<file path="src/rtl/chcfg_pkg.sv">
package chcfg_pkg;

   localparam int FRAME_CYCLES = 16;
   localparam int ADDR_BITS    = 5;
   localparam int DATA_BITS    = 8;
   localparam int CNT_BITS     = $clog2(FRAME_CYCLES + 1);
   localparam int CFG_BITS     = 6;

   // Field order matters: sts1 lands in register bit 5, deep in bit 0.
   typedef struct packed {
      logic sts1;
      logic e3;
      logic bypass;
      logic out_edge;
      logic in_edge;
      logic deep;
   } chan_cfg_t;

   typedef enum logic [1:0] {
      RATE_DS3  = 2'b00,
      RATE_E3   = 2'b01,
      RATE_STS1 = 2'b10
   } line_rate_t;

   function automatic line_rate_t decode_rate(input chan_cfg_t c);
      line_rate_t r;
      if (c.e3)        r = RATE_E3;
      else if (c.sts1) r = RATE_STS1;
      else             r = RATE_DS3;
      return r;
   endfunction

endpackage

</file>
<file path="src/rtl/chcfg_sync.sv">
module chcfg_sync #(
   parameter int               STAGES = 2,
   parameter int               WIDTH  = 1,
   parameter logic [WIDTH-1:0] INIT   = '0
) (
   input  logic             clk,
   input  logic             rst_n,
   input  logic [WIDTH-1:0] d,
   output logic [WIDTH-1:0] q
);

   logic [WIDTH-1:0] chain [STAGES];

   always_ff @(posedge clk or negedge rst_n) begin
      if (!rst_n) begin
         for (int i = 0; i < STAGES; i++) chain[i] <= INIT;
      end else begin
         chain[0] <= d;
         for (int i = 1; i < STAGES; i++) chain[i] <= chain[i-1];
      end
   end

   assign q = chain[STAGES-1];

endmodule

</file>
<file path="src/rtl/chcfg_frame.sv">
module chcfg_frame
   import chcfg_pkg::*;
(
   input  logic                 clk,
   input  logic                 rst_n,
   input  logic                 cs_n_s,
   input  logic                 sclk_s,
   input  logic                 sdi_s,
   input  logic [DATA_BITS-1:0] rd_data,
   output logic [ADDR_BITS-1:0] addr,
   output logic                 addr_ok,
   output logic                 rd_req,
   output logic                 wr_en,
   output logic [DATA_BITS-1:0] wr_data,
   output logic                 sdo,
   output logic                 sdo_oe
);

   localparam logic [CNT_BITS-1:0] CNT_LAST   = CNT_BITS'(FRAME_CYCLES);
   localparam logic [CNT_BITS-1:0] CNT_ADDR_E = CNT_BITS'(ADDR_BITS);
   localparam logic [CNT_BITS-1:0] CNT_ZERO   = CNT_BITS'(ADDR_BITS + 1);
   localparam logic [CNT_BITS-1:0] CNT_HDR    = CNT_BITS'(ADDR_BITS + 3);

   logic                 sclk_d;
   logic                 rise, fall, cs_act;
   logic [CNT_BITS-1:0]  bit_cnt;
   logic                 rw_q, zero_q;
   logic [ADDR_BITS-1:0] addr_q;
   logic [DATA_BITS-1:0] dat_q;
   logic                 oe_q, sdo_q, rd_req_q, wr_en_q;

   assign cs_act = ~cs_n_s;
   assign rise   = sclk_s & ~sclk_d;
   assign fall   = ~sclk_s & sclk_d;

   always_ff @(posedge clk or negedge rst_n) begin
      if (!rst_n) sclk_d <= 1'b0;
      else        sclk_d <= sclk_s;
   end

   // Header capture, data shift-in and cycle count on rising sclk
   always_ff @(posedge clk or negedge rst_n) begin
      if (!rst_n) begin
         bit_cnt  <= '0;
         rw_q     <= 1'b0;
         zero_q   <= 1'b0;
         addr_q   <= '0;
         rd_req_q <= 1'b0;
         wr_en_q  <= 1'b0;
      end else begin
         rd_req_q <= 1'b0;
         wr_en_q  <= 1'b0;
         if (!cs_act) begin
            bit_cnt <= '0;
         end else if (rise && bit_cnt < CNT_LAST) begin
            bit_cnt <= bit_cnt + 1'b1;
            if (bit_cnt == '0)
               rw_q <= sdi_s;
            else if (bit_cnt <= CNT_ADDR_E)
               addr_q[3'(bit_cnt - 1'b1)] <= sdi_s;
            else if (bit_cnt == CNT_ZERO)
               zero_q <= sdi_s;
            if (bit_cnt == CNT_HDR - 1'b1 && rw_q)
               rd_req_q <= 1'b1;
            if (bit_cnt == CNT_LAST - 1'b1 && !rw_q)
               wr_en_q <= 1'b1;
         end
      end
   end

   // Data register: shift-in for writes, snapshot for reads
   always_ff @(posedge clk or negedge rst_n) begin
      if (!rst_n) begin
         dat_q <= '0;
      end else if (rd_req_q) begin
         dat_q <= rd_data;
      end else if (cs_act && rise && !rw_q &&
                   bit_cnt >= CNT_HDR && bit_cnt < CNT_LAST) begin
         dat_q[bit_cnt[2:0]] <= sdi_s;
      end
   end

   // Read-back driver on falling sclk
   always_ff @(posedge clk or negedge rst_n) begin
      if (!rst_n) begin
         oe_q  <= 1'b0;
         sdo_q <= 1'b0;
      end else if (!cs_act) begin
         oe_q  <= 1'b0;
      end else if (fall) begin
         if (bit_cnt == CNT_LAST) begin
            oe_q <= 1'b0;
         end else if (rw_q && bit_cnt >= CNT_HDR) begin
            oe_q  <= 1'b1;
            sdo_q <= dat_q[bit_cnt[2:0]];
         end
      end
   end

   assign addr    = addr_q;
   assign addr_ok = ~zero_q;
   assign rd_req  = rd_req_q;
   assign wr_en   = wr_en_q;
   assign wr_data = dat_q;
   assign sdo     = sdo_q;
   assign sdo_oe  = oe_q;

   // output enable drops once select is released
   a_r4_oe_off_idle: assert property (@(posedge clk) disable iff (!rst_n)
      !cs_act |=> !oe_q);

   // the output is enabled only inside a read frame
   a_r3_oe_read_only: assert property (@(posedge clk) disable iff (!rst_n)
      oe_q |-> rw_q);

   // a commit is only ever seen with a completed frame
   a_r11_commit_full: assert property (@(posedge clk) disable iff (!rst_n)
      wr_en_q |-> (bit_cnt == CNT_LAST));

endmodule

</file>
<file path="src/rtl/chcfg_regbank.sv">
module chcfg_regbank
   import chcfg_pkg::*;
#(
   parameter int NCH       = 3,
   parameter int CFG_BASE  = 6,
   parameter int CH_STRIDE = 8
) (
   input  logic                  clk,
   input  logic                  rst_n,
   input  logic [ADDR_BITS-1:0]  addr,
   input  logic                  addr_ok,
   input  logic                  wr_en,
   input  logic [DATA_BITS-1:0]  wr_data,
   input  logic                  rd_req,
   input  logic [NCH-1:0]        lim_flag,
   output logic [DATA_BITS-1:0]  rd_data,
   output chan_cfg_t [NCH-1:0]   cfg,
   output logic [NCH-1:0]        lim_clr
);

   logic [NCH-1:0]       hit_cfg, hit_sts;
   chan_cfg_t [NCH-1:0]  cfg_q;
   logic [NCH-1:0]       clr_q;

   for (genvar ch = 0; ch < NCH; ch++) begin : g_dec
      localparam int A_CFG = CFG_BASE + ch * CH_STRIDE;
      localparam int A_STS = A_CFG + 1;
      assign hit_cfg[ch] = addr_ok && (addr == ADDR_BITS'(A_CFG));
      assign hit_sts[ch] = addr_ok && (addr == ADDR_BITS'(A_STS));
   end

   always_ff @(posedge clk or negedge rst_n) begin
      if (!rst_n) begin
         cfg_q <= '0;
         clr_q <= '0;
      end else begin
         for (int ch = 0; ch < NCH; ch++) begin
            if (wr_en && hit_cfg[ch]) cfg_q[ch] <= wr_data[CFG_BITS-1:0];
            clr_q[ch] <= rd_req && hit_sts[ch];
         end
      end
   end

   always_comb begin
      rd_data = '0;
      for (int ch = 0; ch < NCH; ch++) begin
         if (hit_cfg[ch]) rd_data = rd_data | DATA_BITS'(cfg_q[ch]);
         if (hit_sts[ch]) rd_data = rd_data | DATA_BITS'(lim_flag[ch]);
      end
   end

   assign cfg     = cfg_q;
   assign lim_clr = clr_q;

   // configuration moves only on a committed write to a config address
   a_r10_cfg_hold: assert property (@(posedge clk) disable iff (!rst_n)
      !(wr_en && |hit_cfg) |=> $stable(cfg_q));

   // never two clear strobes at once
   a_r7_clr_onehot: assert property (@(posedge clk) disable iff (!rst_n)
      $onehot0(clr_q));

   // each strobe lasts a single cycle
   a_r7_clr_single: assert property (@(posedge clk) disable iff (!rst_n)
      |clr_q |=> !(|clr_q));

endmodule

</file>
<file path="src/rtl/chcfg_serial_port.sv">
module chcfg_serial_port
   import chcfg_pkg::*;
#(
   parameter int NCH         = 3,
   parameter int CFG_BASE    = 6,
   parameter int CH_STRIDE   = 8,
   parameter int SYNC_STAGES = 2
) (
   input  logic             clk,
   input  logic             rst_n,
   input  logic             cs_n,
   input  logic             sclk,
   input  logic             sdi,
   output logic             sdo,
   output logic             sdo_oe,
   input  logic [NCH-1:0]   lim_flag,
   output logic [NCH-1:0]   lim_clr,
   output logic [2*NCH-1:0] cfg_rate,
   output logic [NCH-1:0]   cfg_bypass,
   output logic [NCH-1:0]   cfg_out_edge,
   output logic [NCH-1:0]   cfg_in_edge,
   output logic [NCH-1:0]   cfg_deep
);

   localparam int TOP_ADDR = CFG_BASE + (NCH - 1) * CH_STRIDE + 1;

   if (NCH < 1) begin : g_bad_nch
      $error("chcfg_serial_port: NCH must be at least 1");
   end
   if (CH_STRIDE < 2) begin : g_bad_stride
      $error("chcfg_serial_port: CH_STRIDE must leave room for the status register");
   end
   if (TOP_ADDR >= (1 << ADDR_BITS)) begin : g_bad_map
      $error("chcfg_serial_port: register map exceeds the address field");
   end
   if (SYNC_STAGES < 2) begin : g_bad_sync
      $error("chcfg_serial_port: SYNC_STAGES must be at least 2");
   end

   logic [2:0]           pins_s;
   logic                 cs_n_s, sclk_s, sdi_s;
   logic [ADDR_BITS-1:0] addr;
   logic                 addr_ok, rd_req, wr_en;
   logic [DATA_BITS-1:0] wr_data, rd_data;
   chan_cfg_t [NCH-1:0]  cfg;

   chcfg_sync #(
      .STAGES (SYNC_STAGES),
      .WIDTH  (3),
      .INIT   (3'b001)
   ) u_sync (
      .clk   (clk),
      .rst_n (rst_n),
      .d     ({sdi, sclk, cs_n}),
      .q     (pins_s)
   );

   assign cs_n_s = pins_s[0];
   assign sclk_s = pins_s[1];
   assign sdi_s  = pins_s[2];

   chcfg_frame u_frame (
      .clk     (clk),
      .rst_n   (rst_n),
      .cs_n_s  (cs_n_s),
      .sclk_s  (sclk_s),
      .sdi_s   (sdi_s),
      .rd_data (rd_data),
      .addr    (addr),
      .addr_ok (addr_ok),
      .rd_req  (rd_req),
      .wr_en   (wr_en),
      .wr_data (wr_data),
      .sdo     (sdo),
      .sdo_oe  (sdo_oe)
   );

   chcfg_regbank #(
      .NCH       (NCH),
      .CFG_BASE  (CFG_BASE),
      .CH_STRIDE (CH_STRIDE)
   ) u_bank (
      .clk      (clk),
      .rst_n    (rst_n),
      .addr     (addr),
      .addr_ok  (addr_ok),
      .wr_en    (wr_en),
      .wr_data  (wr_data),
      .rd_req   (rd_req),
      .lim_flag (lim_flag),
      .rd_data  (rd_data),
      .cfg      (cfg),
      .lim_clr  (lim_clr)
   );

   for (genvar ch = 0; ch < NCH; ch++) begin : g_out
      assign cfg_rate[2*ch +: 2] = decode_rate(cfg[ch]);
      assign cfg_bypass[ch]      = cfg[ch].bypass;
      assign cfg_out_edge[ch]    = cfg[ch].out_edge;
      assign cfg_in_edge[ch]     = cfg[ch].in_edge;
      assign cfg_deep[ch]        = cfg[ch].deep;

      // the reserved code 2'b11 never reaches a channel
      a_r8_rate_legal: assert property (@(posedge clk) disable iff (!rst_n)
         cfg_rate[2*ch +: 2] != 2'b11);
   end

endmodule

</file>
<file path="config.mk">
export PLATFORM = sky130hd
export DESIGN_NAME = chcfg_serial_port
export DESIGN_NICKNAME = d
export VERILOG_FILES = /design/src/rtl/chcfg_pkg.sv /design/src/rtl/chcfg_sync.sv /design/src/rtl/chcfg_frame.sv /design/src/rtl/chcfg_regbank.sv /design/src/rtl/chcfg_serial_port.sv
export SDC_FILE = /design/constraint.sdc
export NUM_CORES = 1
export LEC_CHECK = 0
export BUFFER_PORTS_ARGS = -buffer_cell sky130_fd_sc_hd__buf_2
export CAP_MARGIN = 20
export CORE_UTILIZATION = 50
export CTS_CLUSTER_DIAMETER = 50
export DETAILED_ROUTE_END_ITERATION = 16
export HOLD_SLACK_MARGIN = 0.1
export PLACE_DENSITY = 0.8
export SYNTH_ARGS = -nofsm -noshare
export SYNTH_HDL_FRONTEND = slang
export SYNTH_SLANG_ARGS = --single-unit
</file>
<file path="constraint.sdc">
create_clock -name clk -period 2.5 [get_ports clk]
set_input_delay 0.125 -clock clk [delete_from_list [all_inputs] [get_ports clk]]
set_output_delay 0.125 -clock clk [all_outputs]
set_load 0.01 [all_outputs]
</file>
==> metrics.md, run 1 <==
| Metric | Value |
|---|---|
| Final nets | `271` |
| Total grt overflow | `0` |
| Clock Skew | `0.00759 ns` |
| First-pass GRT wire length | `8360 µm` |
| Hold path depth | `5` |
| Number of global-route vias before repair | `1775` |
| WP data required | `2.69 ns` |
| Placer Congestion | `0.793` |
| # setup viols final | `0` |
| Num CTS Buffers | `5` |
| Crit path DAT | `2.35 ns` |
| Setup_tns | `0 ns` |
| Top-count cell post-synth | `dfrtp_1` |
| Worst-Margin Slew | `0.638 ns` |
| Flop and latch count out of synthesis | `52` |
| CTS clk-pin slew, worst paths | `0.09 ns` |
| GRT Overall Usage | `19.7%` |
| Fin. Hold Viols | `0` |
| Initial antenna violation count | `0` |
| Leak | `1.39 nW` |
| Placed Cells | `316` |
| Fin. max-slew vios | `0` |
| Switch Pwr | `0.349 mW` |
| Clock sinks | `52` |
| Area fraction of the dominant cell type after synthesis | `46.5%` |
| FF+latch area | `1300 µm²` |
| Crit end category | `flip-flop` |
| Worst hold path class | `input port to flip-flop` |
| Setup CP Type | `flip-flop to flip-flop` |
| R2r worst-path depth | `6` |
| IO Port Bufs | `30` |
| Ys async rst share | `100%` |
| Fmax | `463 MHz` |
| Die Wd | `75.3 µm` |
| Die footprint | `5670 µm²` |
| P_int | `1.25 mW` |
| I/O pins | `31` |
| Residual DRC | `0` |
| Fin area | `2960 µm²` |
| Final critical-path required period | `2.16 ns` |
| TritonCTS clock tree | `built` |
| Synth warn | `0` |
| Die Ht | `75.3 µm` |
| Post-Synthesis Cells | `237` |
| Antenna Nets Post-Route | `0` |
| Cell taking the most area after synthesis | `dfrtp_1` |
| Worst slew margin | `57.5%` |
| Post_cts resized | `0` |
| Startpoint types | `flip-flop` |
| Max cap viols | `0` |
| Area of the multi-input gates | `1190 µm²` |
| Clock power share | `38.5%` |
| Via density | `5.57` |
| Mapped cell area | `2690 µm²` |
| Cts hold-fix bufs | `4` |
| Finished Layout Cells | `328` |
| Cell Area, Placed | `2800 µm²` |
| Clock Path Buffers | `2` |
| Routed wire length | `4780 µm` |
| Top cells by area, synth | `dfrtp_1, mux2_2, buf_4` |
| VDD IR-drop max | `0.345 mV` |
| Critical path peak fanout | `11` |
| Sequential share of the synthesized area | `48.5%` |
| Core region area | `5140 µm²` |
| Largest net degree at the start of global routing | `53` |
| Most used DFF post-synth | `dfrtp_1` |
| Synth Area per Inst | `11.3 µm²` |
| Sequential fraction of design power | `55.4%` |
| Fillcell total | `438` |
| WL/cell | `14.6 µm` |
| ANT cells | `0` |
| Post-detailed-placement half-perimeter wirelength | `3420 µm` |
| Worst skew pair latency | `0.30 ns` |
| Post-synth EDFFs | `0` |
| Initial Util | `52.3%` |
| Comb pwr share | `6.1%` |
| Layout cells sized above 1 | `34.1%` |
| Switching share of total power | `21.8%` |
| Tcrit/Tclk final | `86.3%` |
| Crit path launch | `u_frame.bit_cnt[0]` |
| FP Rows | `26` |
| Reg-to-reg startpoint | `u_frame.bit_cnt[0]` |
| PD cells | `541 nW/µm²` |
| Vias | `1828` |
| Area Overhead vs Synth | `10.1%` |
| Outcome | `completed` |
| Most instantiated cells after synthesis | `dfrtp_1, mux2_2, nor2_1` |
| DR iter-0 viols | `65` |
| CTS H-tree lvls | `2` |
| HP Start | `lim_flag[0]` |
| Syn_nets | `251` |
| Postcts setup bufs | `0` |
| RSZ-0062 raised after global routing | `no` |
| Count of cell types in the netlist | `44` |
| Root Buffer | `clkbuf_8` |
| Drt pass-1 iters | `4` |
cell type report:
type	count	area share [%]
Clock inverter	1	1.01
Inverter	8	1.01
Clock buffer	7	3.25
Sequential cell	52	44.0
Timing Repair Buffer	39	7.69
Tap cell	70	2.96
Multi-Input combinational cell	151	40.1
cell families (layout without fill, tap and decap cells):
logic type,Yosys count,in the layout,share of synthesized area [%]
buffers and inverters,34,55,7.40
muxes,38,38,15.6
xor gates and xnor gates,3,3,0.977
and+or+nand+nor,71,71,16.8
adders and majority gates,6,6,2.79
DFF,52,52,48.5
AOI/OAI and AO/OA,33,33,7.96
flip-flops by register name, indices dropped and copies added (netlist names):
signal / cells
u_bank.lim_clr: 3
u_sync.chain: 3
u_frame.sclk_d: 1
u_sync.q: 3
u_frame.addr: 5
u_frame.rw_q: 1
u_frame.bit_cnt: 5
u_frame.rd_req: 1
u_bank.cfg: 18
u_frame.sdo_oe: 1
u_frame.sdo: 1
u_frame.wr_en: 1
u_frame.wr_data: 8
u_frame.zero_q: 1
critical path, stage by stage (launching register included):
cell and delay (ns):
dfrtp_1 0.58, inv_1 0.19, ha_1 0.28, nor3_1 0.18
a21oi_1 0.11, nor4b_1 0.34, mux2_2 0.37
power groups by stage:
stage               clock (mW)  sequential, mW  combinational (mW)
floorplan                    0           0.888              0.0668
global placement             0           0.902              0.0910
detailed placement           0           0.903              0.0933
CTS                      0.638           0.886              0.0988
global route             0.673           0.891               0.110
finish                   0.616           0.887              0.0978
path summary, 6_finish.rpt:
check,endpoint,slack (ns)
worst max-delay path,u_frame.addr[1],0.34
max in group asynchronous,u_frame.rw_q,1.61
min in group asynchronous,u_bank.cfg[12],0.45
worst min-delay path,u_frame.wr_data[0],0.34
worst min register to register,u_sync.q[2],0.35
worst max register to register,u_frame.addr[1],0.34
through the flow:
stage          util [%]  worst slack, ns  hold WS [ns]  total power [mW]
2_1_floorplan         -            0.461        -0.171             0.955
3_3_place_gp       54.4            0.469         0.230             0.993
3_5_place_dp       54.4            0.367         0.231             0.996
4_1_cts            57.6            0.347         0.340              1.62
5_1_grt            57.6            0.138         0.356              1.67
6_report           57.6            0.342         0.338              1.60
layer usage:
layer  share of wire [%]  GRT usage (%)  vias to the layer above  routed length (µm)
met5                   0              0                        -                   0
met4                 2.2           7.61                        0                 104
met3                 2.9           3.70                       11                 139
met2                  48           32.9                       42                2310
met1                  47           25.6                      892                2230
li1                    -              -                      883                   -
layout by cell type, fill, tap and decap left out, drive strengths merged, types with 5 or more instances in the layout:
cell type	n
a21oi	10
a221oi	6
buf	35
clkbuf	7
dfrtp	50
ha	6
inv	8
mux2	32
mux2i	6
nand2	5
nand2b	7
nor2	17
nor3	13
nor3b	6
o21ai	7
Power figures use the tool's default switching activity.
==> inputs of run 2 (changes only) <==
--- a/config.mk
+++ b/config.mk
@@ -12,6 +12,7 @@
 export DETAILED_ROUTE_END_ITERATION = 16
 export HOLD_SLACK_MARGIN = 0.1
 export PLACE_DENSITY = 0.8
+export RECOVER_POWER = 25
 export SYNTH_ARGS = -nofsm -noshare
 export SYNTH_HDL_FRONTEND = slang
 export SYNTH_SLANG_ARGS = --single-unit
==> run 2 against run 1 <==
  * Clock skew rose by 0.00071 ns
  * Fmax fell by 0.51%
  * Sequential share of layout area rose by 0.39 points
  * Utilization fell by 0.51 points
  * Combinational power fell by 0.7%
  * Non-clock buffer count did not move
  * Sequential cell count did not move
  * Hold slack barely moved
  * Critical endpoint unchanged
  * Largest cell class unchanged
==> metrics.md, run 2 (same netlist as run 1, synthesis figures left out) <==
| Metric | Value |
|---|---|
| Startpoint types | `flip-flop` |
| Tcrit/Tclk final | `86.8%` |
| Finished Layout Cells | `328` |
| Highest-count cells in the layout ignoring fill and taps | `dfrtp_1, mux2_2, clkbuf_1` |
| DR iter-0 viols | `69` |
| FP Rows | `26` |
| I/O pins | `31` |
| Placer Congestion | `0.793` |
| Crit end category | `flip-flop` |
| Die Ht | `75.3 µm` |
| Fillcell total | `446` |
| Largest register FFs | `18` |
| Vias | `1820` |
| GRT Overall Usage | `19.7%` |
| Die footprint | `5670 µm²` |
| Area of the multi-input gates | `1190 µm²` |
| ANT cells | `0` |
| First-pass GRT wire length | `8360 µm` |
| # setup viols final | `0` |
| WP data required | `2.69 ns` |
| Outcome | `completed` |
| WL/cell | `14.6 µm` |
| Setup CP Type | `flip-flop to flip-flop` |
| Fin. max-slew vios | `0` |
| Cell Area, Placed | `2800 µm²` |
| Clock Path Buffers | `2` |
| Fin area | `2940 µm²` |
| Die Wd | `75.3 µm` |
| IO Port Bufs | `30` |
| Layout cells sized above 1 | `26.7%` |
| Antenna Nets Post-Route | `0` |
| Fmax | `461 MHz` |
| Initial Util | `52.3%` |
| Pre-CTS setup slack | `0.367 ns` |
| Final nets | `271` |
| Num CTS Buffers | `5` |
| Critical path peak fanout | `11` |
| End-of-flow core utilization | `57.1%` |
| Root Buffer | `clkbuf_8` |
| Post-detailed-placement half-perimeter wirelength | `3420 µm` |
| Post_cts resized | `0` |
| Largest net degree at the start of global routing | `53` |
| Area Overhead vs Synth | `9.17%` |
| Final critical-path required period | `2.17 ns` |
| Worst-Margin Slew | `1.23 ns` |
| Clock sinks | `52` |
| Clock Skew | `0.00830 ns` |
| CTS clk-pin slew, worst paths | `0.09 ns` |
| Leak | `1.30 nW` |
| Max cap viols | `0` |
| Slack of the critical path | `0.331 ns` |
| Number of global-route vias before repair | `1775` |
| Fin. Hold Viols | `0` |
| TritonCTS clock tree | `built` |
| Placed Cells | `316` |
| Worst slew margin | `18.1%` |
| Core region area | `5140 µm²` |
| Cts hold-fix bufs | `4` |
| Drt pass-1 iters | `4` |
| Crit path DAT | `2.36 ns` |
| PD cells | `546 nW/µm²` |
| Initial antenna violation count | `0` |
| Worst hold path class | `input port to flip-flop` |
| Via density | `5.55` |
| Postcts setup bufs | `0` |
| Total grt overflow | `0` |
| Residual DRC | `0` |
| Worst skew pair latency | `0.30 ns` |
| Routed wire length | `4800 µm` |
| CTS H-tree lvls | `2` |
| FF+latch area | `1300 µm²` |
| Commonest non-fill, non-tap cell in the layout | `dfrtp_1` |
| RSZ-0062 raised after global routing | `no` |
| VDD IR-drop max | `0.345 mV` |
| Setup_tns | `0 ns` |
-- run 2: cell type report --
cell class / instances / share of cell area [%]
Tap cell: 70 / 2.98
Clock buffer: 7 / 3.28
Timing Repair Buffer: 39 / 6.86
Inverter: 8 / 1.02
Sequential cell: 52 / 44.4
Clock inverter: 1 / 1.02
Multi-Input combinational cell: 151 / 40.4
-- run 2: where the power goes --
group / leakage, nW / switching, mW / internal [mW]
clock network: 0.0645 / 0.264 / 0.353
logic: 0.538 / 0.0564 / 0.0407
registers: 0.700 / 0.0298 / 0.857
-- run 2: metrics by stage --
step	power [mW]	hold slack, ns
after detailed placement	0.996	0.231
after global routing	1.67	0.356
after floorplan	0.955	-0.171
after global placement	0.993	0.230
after CTS	1.62	0.340
final	1.60	0.338
-- run 2: metal layers --
layer  global-route usage, %  part of all wire [%]  up-vias
met5                       0                     0        -
met4                    7.61                   2.3        0
met3                    3.70                   3.1       11
met2                    32.9                    48       43
met1                    25.6                    46      884
li1                        -                     -      882
-- run 2: final timing paths --
path	start	to	slack, ns	depth (start not counted)
max in group asynchronous	rst_n	u_frame.rw_q	1.06	3
worst max register to register	u_frame.bit_cnt[0]	u_frame.addr[1]	0.33	6
worst min-delay path	lim_flag[0]	u_frame.wr_data[0]	0.34	5
worst max-delay path	u_frame.bit_cnt[0]	u_frame.addr[1]	0.33	6
min in group asynchronous	rst_n	u_bank.cfg[6]	0.69	3
worst min register to register	u_sync.chain[5]	u_sync.q[2]	0.35	0
-- run 2: worst max-delay path: stages, from the launching register on --
cell and delay (ns):
dfrtp_1 0.59, inv_1 0.19, ha_1 0.28, nor3_1 0.18, a21oi_1 0.11, nor4b_1 0.34, mux2_2 0.37
==> inputs of run 3 (changes only) <==
--- a/config.mk
+++ b/config.mk
@@ -7,11 +7,11 @@
 export LEC_CHECK = 0
 export BUFFER_PORTS_ARGS = -buffer_cell sky130_fd_sc_hd__buf_2
 export CAP_MARGIN = 20
-export CORE_UTILIZATION = 50
-export CTS_CLUSTER_DIAMETER = 50
+export CORE_UTILIZATION = 26
 export DETAILED_ROUTE_END_ITERATION = 16
 export HOLD_SLACK_MARGIN = 0.1
-export PLACE_DENSITY = 0.8
+export MAX_ROUTING_LAYER = met4
+export PLACE_DENSITY = 0.52
 export RECOVER_POWER = 25
 export SYNTH_ARGS = -nofsm -noshare
 export SYNTH_HDL_FRONTEND = slang
==> run 3 against run 2 <==
  * Global-route usage decreased by 8.9 points
  * Sequential share of layout area decreased by 0.89 points
  * Clock skew increased by 0.0012 ns
  * Highest routed layer unchanged
  * Hold slack improved by 0.018 ns
  * Sequential cell count unchanged
  * Utilization decreased by 27 points
  * Critical path type unchanged
==> metrics.md, run 3 (same netlist as run 1, synthesis figures left out) <==
| Metric | Value |
|---|---|
| Tcrit/Tclk final | `81.1%` |
| Clock Path Buffers | `2` |
| Hold Crit Endpoint | `u_sync.q[2]` |
| Fmax | `493 MHz` |
| Placed Cells | `380` |
| PD cells | `498 nW/µm²` |
| Crit end category | `flip-flop` |
| CP peak stage delay | `0.44 ns` |
| Hold path depth | `0` |
| Fin. max-slew vios | `0` |
| Layout cells sized above 1 | `28.2%` |
| Number of global-route vias before repair | `1767` |
| Die Ht | `104 µm` |
| Num CTS Buffers | `5` |
| Setup CP Type | `flip-flop to flip-flop` |
| Die footprint | `10800 µm²` |
| Crit path DAT | `2.23 ns` |
| # setup viols final | `0` |
| GRT Overall Usage | `10.9%` |
| Initial Util | `27.1%` |
| Worst-Margin Slew | `1.27 ns` |
| Core region area | `9910 µm²` |
| Die Wd | `104 µm` |
| Busiest grt layer | `met1` |
| Startpoint types | `flip-flop` |
| Final critical-path required period | `2.03 ns` |
| Outcome | `completed` |
| Fin. Hold Viols | `0` |
| Worst path cell trace | `nor3b_2, o2111ai_1, nor4b_1, mux2_2` |
| WL/cell | `13.6 µm` |
| Commonest non-fill, non-tap cell in the layout | `dfrtp_1` |
| Vias | `1781` |
| VDD IR-drop max | `0.217 mV` |
| HP Start | `u_sync.chain[5]` |
| Comb pwr share | `7.0%` |
| Clock sinks | `52` |
| Max cap viols | `0` |
| Met3 Use GR | `2.45%` |
| WP data required | `2.70 ns` |
| Global Route met2 Usage | `15.3%` |
| Reg-to-reg startpoint | `u_frame.bit_cnt[4]` |
| IO Port Bufs | `30` |
| Sequential fraction of design power | `59.1%` |
| Antenna Nets Post-Route | `0` |
| ANT cells | `0` |
| Area Overhead vs Synth | `11.4%` |
| Worst slew margin | `15.1%` |
| CTS H-tree lvls | `2` |
| TritonCTS clock tree | `built` |
| Crit path max-delay family | `simple AND/OR/NAND/NOR gates` |
| FP Rows | `36` |
| Slowest stage cell, crit path | `dfrtp_1` |
| I/O pins | `31` |
| R2r worst-path depth | `4` |
| Final nets | `272` |
| Largest net degree at the start of global routing | `53` |
| Worst hold path class | `flip-flop to flip-flop` |
| Largest register FFs | `18` |
| Via density | `4.54` |
| Root Buffer | `clkbuf_8` |
| First-pass GRT wire length | `9140 µm` |
| Highest-count cells in the layout ignoring fill and taps | `dfrtp_1, mux2_2, nor2_1, clkbuf_1, buf_2` |
| Setup_tns | `0 ns` |
| Worst skew pair latency | `0.31 ns` |
| Switching share of total power | `26.0%` |
| Residual DRC | `0` |
| Clock Skew | `0.00948 ns` |
| RSZ-0062 raised after global routing | `no` |
| Clock power share | `33.9%` |
| Reg2Reg Capture Point | `u_frame.addr[1]` |
| CTS clk-pin slew, worst paths | `0.10 ns` |
| Finished Layout Cells | `392` |
| Placer Congestion | `0.819` |
| DR iter-0 viols | `84` |
| Leak | `1.30 nW` |
| P_int | `1.10 mW` |
| Total grt overflow | `0` |
| Initial antenna violation count | `0` |
| Drt pass-1 iters | `5` |
| Switch Pwr | `0.389 mW` |
| Critical path peak fanout | `6` |
| GR Util met1 | `15.7%` |
| Routed wire length | `5330 µm` |
| Post-detailed-placement half-perimeter wirelength | `3910 µm` |
| R2R setup slack | `0.47 ns` |
| CP Buf/Inv Count | `0` |
-- run 3: changes by cell type in the layout (fill, tap and decap cells not counted), sizes merged --
cell and delta:
clkbuf -5, buf +4, clkinv +1, bufinv -1, clkinvlp +1, inv +1
-- run 3: per-layer routing --
layer	up-vias	wire, µm
li1	881	-
met1	860	2840
met2	35	2230
met3	5	205
met4	0	48
met5	-	0
-- run 3: area by class of cell --
type                            count  area [µm²]
Fill cell                        1043        6910
Timing Repair Buffer               40         213
Inverter                            8        30.0
Multi-Input combinational cell    151        1190
Tap cell                          133         166
Sequential cell                    52        1300
Clock inverter                      3        27.5
Clock buffer                        5        68.8
-- run 3: stage by stage --
| stage | worst slack [ns] | power (mW) | cell area [µm²] | hold slack, ns | utilization [%] |
|---|---|---|---|---|---|
| final | 0.472 | 1.49 | 3000 | 0.356 | 30.2 |
| after global routing | 0.268 | 1.57 | 3000 | 0.364 | 30.2 |
| after CTS | 0.504 | 1.52 | 3020 | 0.359 | 30.5 |
| after detailed placement | 0.524 | 1.00 | 2880 | 0.231 | 29.1 |
| after global placement | 0.573 | 0.998 | 2880 | 0.231 | 29.1 |
| after floorplan | 0.461 | 0.955 | 2690 | -0.171 | - |
-- run 3: worst register-to-register path, delay by kind of cell (launching register included) --
family | cells | cell delay, ns
DFF | 1 | 0.44
and+or+nand+nor | 2 | 0.78
AOI/OAI and AO/OA | 1 | 0.32
muxes | 1 | 0.37
-- run 3: power groups by stage --
stage	logic, mW	registers [mW]	clock network [mW]
2_1_floorplan	0.0668	0.888	0
3_5_place_dp	0.102	0.898	0
4_1_cts	0.107	0.882	0.533
6_report	0.105	0.882	0.506
5_1_grt	0.118	0.885	0.565
3_3_place_gp	0.101	0.898	0
-- run 3: how the worst max path moves through the flow --
stage | from | end | cells after the start
after global placement | u_frame.bit_cnt[4] | u_frame.addr[1] | 4
final | u_frame.bit_cnt[4] | u_frame.addr[1] | 4
after global routing | u_frame.bit_cnt[4] | u_frame.addr[1] | 4
after detailed placement | u_frame.bit_cnt[4] | u_frame.addr[1] | 4
after floorplan | u_frame.bit_cnt[0] | u_frame.addr[1] | 7
after CTS | u_frame.bit_cnt[4] | u_frame.addr[1] | 4
-- run 3: timing repair --
item                      CTS  global route
buffers inserted            0             0
gates resized for setup     0             0
hold buffers                4             0
hold endpoints to repair   53             0
